--- src/rtl/tlb_pkg.sv ---
package tlb_pkg;

    // Operation applied at the next clock edge, after priority resolution.
    typedef enum logic [2:0] {
        OP_NONE,
        OP_INSERT,
        OP_FLUSH_ADDR,
        OP_FLUSH_ADDR_INSERT,
        OP_FLUSH_ALL
    } tlb_op_e;

    function automatic tlb_op_e tlb_decode(input logic ins, input logic all, input logic addr);
        if (all)              return OP_FLUSH_ALL;
        else if (ins && addr) return OP_FLUSH_ADDR_INSERT;
        else if (ins)         return OP_INSERT;
        else if (addr)        return OP_FLUSH_ADDR;
        else                  return OP_NONE;
    endfunction

endpackage

--- src/rtl/tlb_match.sv ---
// Per-slot associative compare: valid, tag equal, and global or ASN equal.
module tlb_match #(
    parameter int ENTRIES = 16,
    parameter int VPN_W   = 30,
    parameter int ASN_W   = 8
) (
    input  logic [ENTRIES-1:0]             valid,
    input  logic [ENTRIES-1:0]             glb,
    input  logic [ENTRIES-1:0][VPN_W-1:0]  tags,
    input  logic [ENTRIES-1:0][ASN_W-1:0]  asns,
    input  logic [VPN_W-1:0]               req_vpn,
    input  logic [ASN_W-1:0]               req_asn,
    output logic [ENTRIES-1:0]             hits
);
    for (genvar i = 0; i < ENTRIES; i++) begin : g_slot
        assign hits[i] = valid[i] && (tags[i] == req_vpn) && (glb[i] || (asns[i] == req_asn));
    end
endmodule

--- src/rtl/tlb_first_one.sv ---
// Lowest-index select: one-hot of the first set bit, its index, and any.
module tlb_first_one #(
    parameter int ENTRIES = 16,
    localparam int IDX_W  = $clog2(ENTRIES)
) (
    input  logic [ENTRIES-1:0] vec,
    output logic [ENTRIES-1:0] onehot,
    output logic [IDX_W-1:0]   idx,
    output logic               any
);
    always_comb begin
        onehot = '0;
        idx    = '0;
        any    = 1'b0;
        for (int i = 0; i < ENTRIES; i++) begin
            if (vec[i] && !any) begin
                onehot[i] = 1'b1;
                idx       = IDX_W'(i);
                any       = 1'b1;
            end
        end
    end
endmodule

--- src/rtl/tlb_victim.sv ---
// Rotating next-victim pointer with wrap at ENTRIES-1.
module tlb_victim #(
    parameter int ENTRIES = 16,
    localparam int IDX_W  = $clog2(ENTRIES)
) (
    input  logic             clk,
    input  logic             rst,
    input  logic             clr,
    input  logic             adv,
    output logic [IDX_W-1:0] ptr_q
);
    localparam logic [IDX_W-1:0] LAST = IDX_W'(ENTRIES - 1);

    logic [IDX_W-1:0] ptr_d;

    always_comb begin
        ptr_d = ptr_q;
        if (clr)
            ptr_d = '0;
        else if (adv)
            ptr_d = (ptr_q == LAST) ? '0 : ptr_q + 1'b1;
    end

    always_ff @(posedge clk) begin
        if (rst) ptr_q <= '0;
        else     ptr_q <= ptr_d;
    end
endmodule

--- src/rtl/asn_tlb.sv ---
module asn_tlb
    import tlb_pkg::*;
#(
    parameter int ENTRIES   = 16,
    parameter int VA_W      = 43,
    parameter int PAGE_BITS = 13,
    parameter int PPN_W     = 28,
    parameter int ASN_W     = 8,
    parameter int PERM_W    = 8
) (
    input  logic                         clk,
    input  logic                         rst,
    input  logic [VA_W-1:0]              lk_va,
    input  logic [ASN_W-1:0]             lk_asn,
    output logic                         lk_hit,
    output logic [$clog2(ENTRIES)-1:0]   lk_idx,
    output logic [PPN_W-1:0]             lk_ppn,
    output logic [PERM_W-1:0]            lk_perm,
    output logic                         lk_global,
    input  logic                         ins_en,
    input  logic [VA_W-1:0]              ins_va,
    input  logic [ASN_W-1:0]             ins_asn,
    input  logic                         ins_global,
    input  logic [PPN_W-1:0]             ins_ppn,
    input  logic [PERM_W-1:0]            ins_perm,
    input  logic                         flush_all,
    input  logic                         fa_en,
    input  logic [VA_W-1:0]              fa_va,
    input  logic [ASN_W-1:0]             fa_asn
);
    localparam int IDX_W = $clog2(ENTRIES);
    localparam int VPN_W = VA_W - PAGE_BITS;

    typedef struct packed {
        logic [ENTRIES-1:0]             valid;
        logic [ENTRIES-1:0]             glb;
        logic [ENTRIES-1:0][VPN_W-1:0]  tag;
        logic [ENTRIES-1:0][ASN_W-1:0]  asn;
        logic [ENTRIES-1:0][PPN_W-1:0]  ppn;
        logic [ENTRIES-1:0][PERM_W-1:0] perm;
    } table_t;

    table_t st_d, st_q;

    // Page numbers: the offset bits take no part in matching.
    logic [VPN_W-1:0] lk_vpn, ins_vpn, fa_vpn;
    assign lk_vpn  = lk_va[VA_W-1:PAGE_BITS];
    assign ins_vpn = ins_va[VA_W-1:PAGE_BITS];
    assign fa_vpn  = fa_va[VA_W-1:PAGE_BITS];

    logic unused_offsets;
    assign unused_offsets = ^{lk_va[PAGE_BITS-1:0], ins_va[PAGE_BITS-1:0], fa_va[PAGE_BITS-1:0]};

    tlb_op_e op;
    assign op = tlb_decode(ins_en, flush_all, fa_en);

    logic do_insert;
    assign do_insert = (op == OP_INSERT) || (op == OP_FLUSH_ADDR_INSERT);

    // Victim pointer
    logic [IDX_W-1:0] victim_q;
    tlb_victim #(.ENTRIES(ENTRIES)) u_victim (
        .clk   (clk),
        .rst   (rst),
        .clr   (op == OP_FLUSH_ALL),
        .adv   (do_insert),
        .ptr_q (victim_q)
    );

    // Lookup path
    logic [ENTRIES-1:0] lk_hits, lk_sel;
    tlb_match #(.ENTRIES(ENTRIES), .VPN_W(VPN_W), .ASN_W(ASN_W)) u_lk_match (
        .valid   (st_q.valid),
        .glb     (st_q.glb),
        .tags    (st_q.tag),
        .asns    (st_q.asn),
        .req_vpn (lk_vpn),
        .req_asn (lk_asn),
        .hits    (lk_hits)
    );

    tlb_first_one #(.ENTRIES(ENTRIES)) u_lk_pick (
        .vec    (lk_hits),
        .onehot (lk_sel),
        .idx    (lk_idx),
        .any    (lk_hit)
    );

    always_comb begin
        lk_ppn    = '0;
        lk_perm   = '0;
        lk_global = 1'b0;
        for (int i = 0; i < ENTRIES; i++) begin
            lk_ppn    = lk_ppn    | ({PPN_W{lk_sel[i]}}  & st_q.ppn[i]);
            lk_perm   = lk_perm   | ({PERM_W{lk_sel[i]}} & st_q.perm[i]);
            lk_global = lk_global | (lk_sel[i] & st_q.glb[i]);
        end
    end

    // Flush-by-address path: second compare array on the flush inputs
    logic [ENTRIES-1:0] fa_hits;
    tlb_match #(.ENTRIES(ENTRIES), .VPN_W(VPN_W), .ASN_W(ASN_W)) u_fa_match (
        .valid   (st_q.valid),
        .glb     (st_q.glb),
        .tags    (st_q.tag),
        .asns    (st_q.asn),
        .req_vpn (fa_vpn),
        .req_asn (fa_asn),
        .hits    (fa_hits)
    );

    // Next-state
    always_comb begin
        st_d = st_q;
        if (op == OP_FLUSH_ALL) begin
            st_d = '0;
        end else begin
            if (op == OP_FLUSH_ADDR || op == OP_FLUSH_ADDR_INSERT)
                st_d.valid = st_q.valid & ~fa_hits;
            if (do_insert) begin
                st_d.valid[victim_q] = 1'b1;
                st_d.glb[victim_q]   = ins_global;
                st_d.tag[victim_q]   = ins_vpn;
                st_d.asn[victim_q]   = ins_asn;
                st_d.ppn[victim_q]   = ins_ppn;
                st_d.perm[victim_q]  = ins_perm;
            end
        end
    end

    always_ff @(posedge clk) begin
        if (rst) begin
            st_q.valid <= '0;
            st_q.glb   <= st_d.glb;
            st_q.tag   <= st_d.tag;
            st_q.asn   <= st_d.asn;
            st_q.ppn   <= st_d.ppn;
            st_q.perm  <= st_d.perm;
        end else begin
            st_q <= st_d;
        end
    end

    logic [ENTRIES-1:0] valid_vec;
    assign valid_vec = st_q.valid;

endmodule

--- config.mk ---
export PLATFORM = sky130hd
export DESIGN_NAME = asn_tlb
export DESIGN_NICKNAME = d
export VERILOG_FILES = /design/src/rtl/tlb_pkg.sv /design/src/rtl/tlb_match.sv /design/src/rtl/tlb_first_one.sv /design/src/rtl/tlb_victim.sv /design/src/rtl/asn_tlb.sv
export SDC_FILE = /design/constraint.sdc
export NUM_CORES = 2
export LEC_CHECK = 0
export BUFFER_PORTS_ARGS = -buffer_cell sky130_fd_sc_hd__buf_2
export CELL_PAD_IN_SITES_DETAIL_PLACEMENT = 1
export CELL_PAD_IN_SITES_GLOBAL_PLACEMENT = 1
export CORE_ASPECT_RATIO = 1.5
export CORE_MARGIN = 4
export CORE_UTILIZATION = 50
export CTS_CLUSTER_DIAMETER = 50
export DETAILED_ROUTE_END_ITERATION = 12
export GPL_TIMING_DRIVEN = 0
export HOLD_SLACK_MARGIN = 0.03
export PLACE_DENSITY_LB_ADDON = 0.1
export SLEW_MARGIN = 15
export SYNTH_ARGS = -nofsm -noshare
export SYNTH_HDL_FRONTEND = slang
export SYNTH_SLANG_ARGS = --single-unit
--- constraint.sdc ---
create_clock -name clk -period 8.4 [get_ports clk]
set_clock_uncertainty 0.2 [all_clocks]
set_input_delay 0.84 -clock clk [delete_from_list [all_inputs] [get_ports clk]]
set_output_delay 0.84 -clock clk [all_outputs]
set_load 0.01 [all_outputs]
# Word-level counts from Yosys, hierarchy flattened
# Index checks and enable logic that the tools add are counted.
dict set report classes {
  add_sub_neg 1
  magnitude_cmp 2
  n_eq_ne 69
  muxes 68
  n_bitwise 96
  n_reduce_logical 131
}
# op n
set op_table {}
lappend op_table {{two-way mux 1216 bit} 2}
lappend op_table {{equality test 30 bit} 32}
lappend op_table {{bitwise mux 480 bit} 1}
lappend op_table {{AND 28 bit} 16}
lappend op_table {{bitwise mux 448 bit} 1}
lappend op_table {{OR 28 bit} 15}
lappend op_table {{bitwise mux 128 bit} 2}
lappend op_table {{equality test 8 bit} 32}
lappend op_table {{AND 8 bit} 16}
lappend op_table {{demux 30 bit (select 4 bit)} 1}
lappend op_table {{OR 8 bit} 15}
lappend op_table {{demux 28 bit (select 4 bit)} 1}
lappend op_table {{logical AND 1 bit} 81}
lappend op_table {{two-way mux 4 bit} 9}
lappend op_table {{logical OR 1 bit} 34}
lappend op_table {{two-way mux 1 bit} 33}
lappend op_table {{demux 8 bit (select 4 bit)} 1}
lappend op_table {{two-way mux 16 bit} 2}
lappend op_table {{two-way mux 30 bit} 1}
lappend op_table {{two-way mux 28 bit} 1}
lappend op_table {{AND 1 bit} 16}
lappend op_table {{AND 16 bit} 1}
lappend op_table {{bitwise mux 16 bit} 1}
lappend op_table {{inverter 16 bit} 1}
lappend op_table {{other kinds (15)} 52}
dict set report word_totals {
  reg_bits 1220
  inputBits 195
}

# Logic depth before layout (Yosys ltp)
dict set report logic_depth {
  depth_word 51
  depth_mapped 13
  depth_no_buf 8
}

# Hierarchy
# Synthesis repeated with hierarchy kept, for this count alone.
dict set report unflattened {
  hier_cells 8003
  area_unflattened_um2 64400.5
}
# module n_inst cells_each area_each_um2 seq_area_each_um2
set modules_own_cells {}
lappend modules_own_cells {asn_tlb 1 6118 49094.6 24343.3}
lappend modules_own_cells {tlb_match 2 908 7380.8 0.0}
lappend modules_own_cells {tlb_first_one 1 50 357.8 0.0}
lappend modules_own_cells {tlb_victim 1 19 186.4 80.1}

# Least setup slack after synthesis
# OpenSTA, ideal clock, no wires.
dict set report synth_timing {
  path_type {input -> output}
  from {in lk_va[27]}
  to {out lk_perm[0]}
  t_arrival_ns 3.282
  path_slack_ns 4.078
  cell_stages 12
  path_cell_list {buf_2 -> buf_2 -> xnor2_1 -> nand4_1 -> nor4_1 -> o211ai_2 -> o2111a_1 -> buf_2 -> clkbuf_1 -> o2111ai_2 -> o2111ai_1 -> a2111o_1}
}
dict set report synth_between {
  elab_chain_cells 51
  elab_cells_between_ends 139
  cone_classes {16 x eq/ne; 30 x mux; 31 x bitwise; 62 x reduce/logical}
}
# element line
set synth_lines {}
lappend synth_lines {{from (decl)} asn_tlb.sv:13} ;# input logic [VA_W-1:0] lk_va,
lappend synth_lines {{equality test 30 bit} tlb_match.sv:16} ;# assign hits[i] = valid[i] && (tags[i] == req_vpn) && (glb[i] || (asns[i] == req_asn));
lappend synth_lines {{logical AND 1 bit (2 in series)} tlb_match.sv:16}
lappend synth_lines {{two-way mux 1 bit} tlb_first_one.sv:16} ;# if (vec[i] && !any) begin
lappend synth_lines {{logical NOT 1 bit} tlb_first_one.sv:16}
lappend synth_lines {{logical AND 1 bit} tlb_first_one.sv:16}
lappend synth_lines {{two-way mux 1 bit} tlb_first_one.sv:16}
lappend synth_lines {{logical NOT 1 bit} tlb_first_one.sv:16}
lappend synth_lines {{logical AND 1 bit} tlb_first_one.sv:16}
lappend synth_lines {{(+34 left out)} --}
lappend synth_lines {{logical NOT 1 bit} tlb_first_one.sv:16}
lappend synth_lines {{logical AND 1 bit} tlb_first_one.sv:16}
lappend synth_lines {{two-way mux 1 bit} tlb_first_one.sv:16}
lappend synth_lines {{logical NOT 1 bit} tlb_first_one.sv:16}
lappend synth_lines {{logical AND 1 bit} tlb_first_one.sv:16}
lappend synth_lines {{two-way mux 1 bit} tlb_first_one.sv:16}
lappend synth_lines {{AND 8 bit} asn_tlb.sv:95} ;# lk_perm = lk_perm | ({PERM_W{lk_sel[i]}} & st_q.perm[i]);
lappend synth_lines {{OR 8 bit (*)} asn_tlb.sv:95}
lappend synth_lines {{to (decl)} asn_tlb.sv:18} ;# output logic [PERM_W-1:0] lk_perm,
# Every way passes the cells marked *; elsewhere a longest branch is shown, timed or not.

# Worst setup path in the final report
dict set report layout_timing {
  from {in lk_va[42]}
  to {out lk_ppn[18]}
}
dict set report layout_between {
  elab_chain_cells 51
  elab_cells_between_ends 139
  cone_classes {16 x eq/ne; 30 x mux; 31 x bitwise; 62 x reduce/logical}
}
# element line
set layout_lines {}
lappend layout_lines {{equality test 30 bit} tlb_match.sv:16}
lappend layout_lines {{logical AND 1 bit (2 in series)} tlb_match.sv:16}
lappend layout_lines {{two-way mux 1 bit} tlb_first_one.sv:16}
lappend layout_lines {{logical NOT 1 bit} tlb_first_one.sv:16}
lappend layout_lines {{logical AND 1 bit} tlb_first_one.sv:16}
lappend layout_lines {{two-way mux 1 bit} tlb_first_one.sv:16}
lappend layout_lines {{logical NOT 1 bit} tlb_first_one.sv:16}
lappend layout_lines {{logical AND 1 bit} tlb_first_one.sv:16}
lappend layout_lines {{(+34 left out)} --}
lappend layout_lines {{logical NOT 1 bit} tlb_first_one.sv:16}
lappend layout_lines {{logical AND 1 bit} tlb_first_one.sv:16}
lappend layout_lines {{two-way mux 1 bit} tlb_first_one.sv:16}
lappend layout_lines {{logical NOT 1 bit} tlb_first_one.sv:16}
lappend layout_lines {{logical AND 1 bit} tlb_first_one.sv:16}
lappend layout_lines {{two-way mux 1 bit} tlb_first_one.sv:16}
lappend layout_lines {{AND 28 bit} asn_tlb.sv:94} ;# lk_ppn = lk_ppn | ({PPN_W{lk_sel[i]}} & st_q.ppn[i]);
lappend layout_lines {{OR 28 bit (*)} asn_tlb.sv:94}
lappend layout_lines {{to (decl)} asn_tlb.sv:17} ;# output logic [PPN_W-1:0] lk_ppn,
# Marked as above.

==> flow_summary.ini <==
[worst_hold_path]
min_path_type = in -> reg
hold_path_startpoint = ins_ppn[7]
holdPathStages = 3

[routing]
wl_per_cell_um = 38.13
drtPass1Iterations = 7
drt-total-wl_um = 400600
drc_errors = 0
drt-initial-drc-count = 11539
final_antenna_net_count = 0
routed_via_density = 6.956
vias = 73084

[synthesis]
syn_area_um2 = 63560
yosys_warnings = 0
synth_top_cell_by_area = dfxtp_1
synthArstFlopShare_pct = 0
syn_nets = 8638
yosysTopAreaCellShare_pct = 38.43
ys_types = 62
synth_edf_count = 0
yosys-top-cells-area = dfxtp_1 (38%), nand2_1 (15%), xnor2_1 (11%)
syn_inst = 8439
ys_seq_elements = 1220
avgSynthCellArea_um2 = 7.532
ys_seq_area_share_pct = 38.43
synth_flop_cell = dfxtp_1

[floorplan]
die_area_um2 = 133000
floorplan.core_area_um2 = 126500
rows = 160
die_y_um = 444.7
die-width_um = 299.1
ios = 237
initial_utilization_pct = 50.24

[setup_path]
crit_path_end_kind = primary output
startpoint_type = input port
crit_start = lk_va[42]
crit_top_cell = buf_2
critPathMaxStageDelay_ps = 1190
crit_chain = buf_2, buf_2, xnor2_1, nand3_1, nor4_1, o211ai_1, nor3_2, clkbuf_1, a221oi_1, nor3_1, a2111o_1, buf_2
crit_fanout = 10
critPathSlowestCell = nor3_1
critPathKind = in -> out
r2r_start = u_victim.ptr_q[0]
worstRegToRegCells = 8
crit_end = lk_ppn[18]
critPathArrivalTime_ps = 7130
worst_ep_required_time_ps = 7360
r2r_setup_slack_ps = 4340

[layout]
final_common_cell = nand2_1
fin_nets = 8863
area_growth_pct = 12.80
layout_common_cells = nand2_1 (2494), dfxtp_1 (1220), a21oi_1 (1198)
layout-drive-gt1-share_pct = 6.714

[placed_design]
place_congestion = 1.117
place_hpwl_um = 283100
io_buffers = 45

[power]
power.density_nw_per_um2 = 191.4
ir_drop_mv = 0.2207
p_leak_nw = 23.73

[cts]
clockBufferDepth = 3
insertion_delay_ps = 860
cts_buffers = 139
cts_max_level = 4
post_cts_buffers = 0
cts-hold-fix-buffers = 0
cts_tree = done
cts.sink_count = 1220
clk_pin_slew_ps = 60
cts_root_buffer = clkbuf_16
cts_resized = 0

[timing]
hold_ws_ps = 219.2
rsz0062_at_grt = no
max_slew.worst_pin.slew_ps = 1923
hold_viol = 0
fin_crit_ps = 8173
finalSetupViolCount = 0
slew_viol_final = 2
fmax_mhz = 122.4
slew_headroom_pct = -29.18
min_period_over_period_pct = 97.29
tns_ps = 0

[global_routing]
grt_antenna_before_repair = 29
grt_use_total_pct = 58.98
gr-total-overflow = 0
grt_pass1_wl_um = 559600
first_global_vias = 73261
grt_max_degree = 17

[run_status]
violations = capacitance limit, slew limit
outcome = finished, violations left

[run]
drv_cap = 2
power by group:
| part | total [W] | switching, W | leakage, nW | internal [W] |
|---|---|---|---|---|
| Combinational | 0.00133 | 0.00103 | 11.6 | 0.000296 |
| Clock | 0.00657 | 0.00293 | 2.32 | 0.00364 |
| Sequential | 0.00583 | 0.0000220 | 9.83 | 0.00580 |
logic make-up after synthesis:
| group | synth area share (%) |
|---|---|
| DFF | 38.43 |
| and+or+nand+nor | 23.41 |
| adders and majority gates | 0.07875 |
| buffers and inverters | 5.971 |
| AOI/OAI and AO/OA | 14.73 |
| muxes | 0.5827 |
| xor gates and xnor gates | 16.80 |
per-stage QoR:
stage	instance area, µm²	utilization, %	instances	power (W)	setup slack [ps]
finish	71690	56.67	10506	0.01372	227.3
global route	71620	56.61	10477	0.01383	511.9
CTS	71360	56.40	10462	0.01345	941.1
detailed placement	66620	52.66	10212	0.007148	1041
global placement	65910	52.10	10185	0.007106	1040
floorplan	63560	-	8439	0.006543	4078
worst min path at each step:
| stage | to | slack, ps |
|---|---|---|
| global placement | register | 240 |
| global route | register | 240 |
| CTS | register | 240 |
| floorplan | register | 230 |
| finish | register | 220 |
| detailed placement | register | 240 |
layout make-up:
| type | instances | area (µm²) |
|---|---|---|
| Sequential cell | 1220 | 24420 |
| Inverter | 40 | 150.1 |
| Timing Repair Buffer | 84 | 855.8 |
| Buffer | 863 | 3776 |
| Tap cell | 1701 | 2128 |
| Multi-Input combinational cell | 6316 | 35540 |
| Fill cell | 15887 | 54830 |
| Clock buffer | 187 | 3910 |
| Antenna cell | 32 | 80.08 |
| Clock inverter | 63 | 829.5 |
worst max-delay path: cells and delay by family:
family | cells | cell delay [ps]
simple gates | 4 | 3020
xor+xnor | 1 | 210
compound gates | 3 | 1080
buf+inv | 4 | 1910
synthesized netlist by cell type, types with 4 or more instances:
| cell type | count |
|---|---|
| a2111o_1 | 36 |
| a21o_1 | 37 |
| a21oi_1 | 1199 |
| a221oi_1 | 37 |
| a41o_1 | 8 |
| and2_1 | 43 |
| and3_1 | 6 |
| buf_1 | 45 |
| buf_2 | 60 |
| buf_4 | 22 |
| buf_6 | 32 |
| clkbuf_1 | 702 |
| dfxtp_1 | 1220 |
| ha_1 | 4 |
| inv_1 | 40 |
| mux2i_1 | 37 |
| nand2_1 | 2494 |
| nand2b_1 | 113 |
| nand3_1 | 26 |
| nand4_1 | 285 |
| nand4b_1 | 5 |
| nor2_1 | 69 |
| nor2b_1 | 6 |
| nor3_1 | 82 |
| nor3b_1 | 36 |
| nor4_1 | 186 |
| o2111ai_1 | 102 |
| o2111ai_2 | 9 |
| o211ai_1 | 5 |
| o21ai_0 | 164 |
| o22ai_1 | 36 |
| or3_1 | 39 |
| xnor2_1 | 784 |
| xor2_1 | 435 |
metal layers:
layer,part of all wire [%],routed length (µm),global-route usage [%]
met1,29,117900,55.95
met3,12,47560,26.48
met5,0.051,204,1.575
met2,42,170000,88.05
met4,16,64900,68.93
Note: power is estimated with default switching activity, not from simulation.
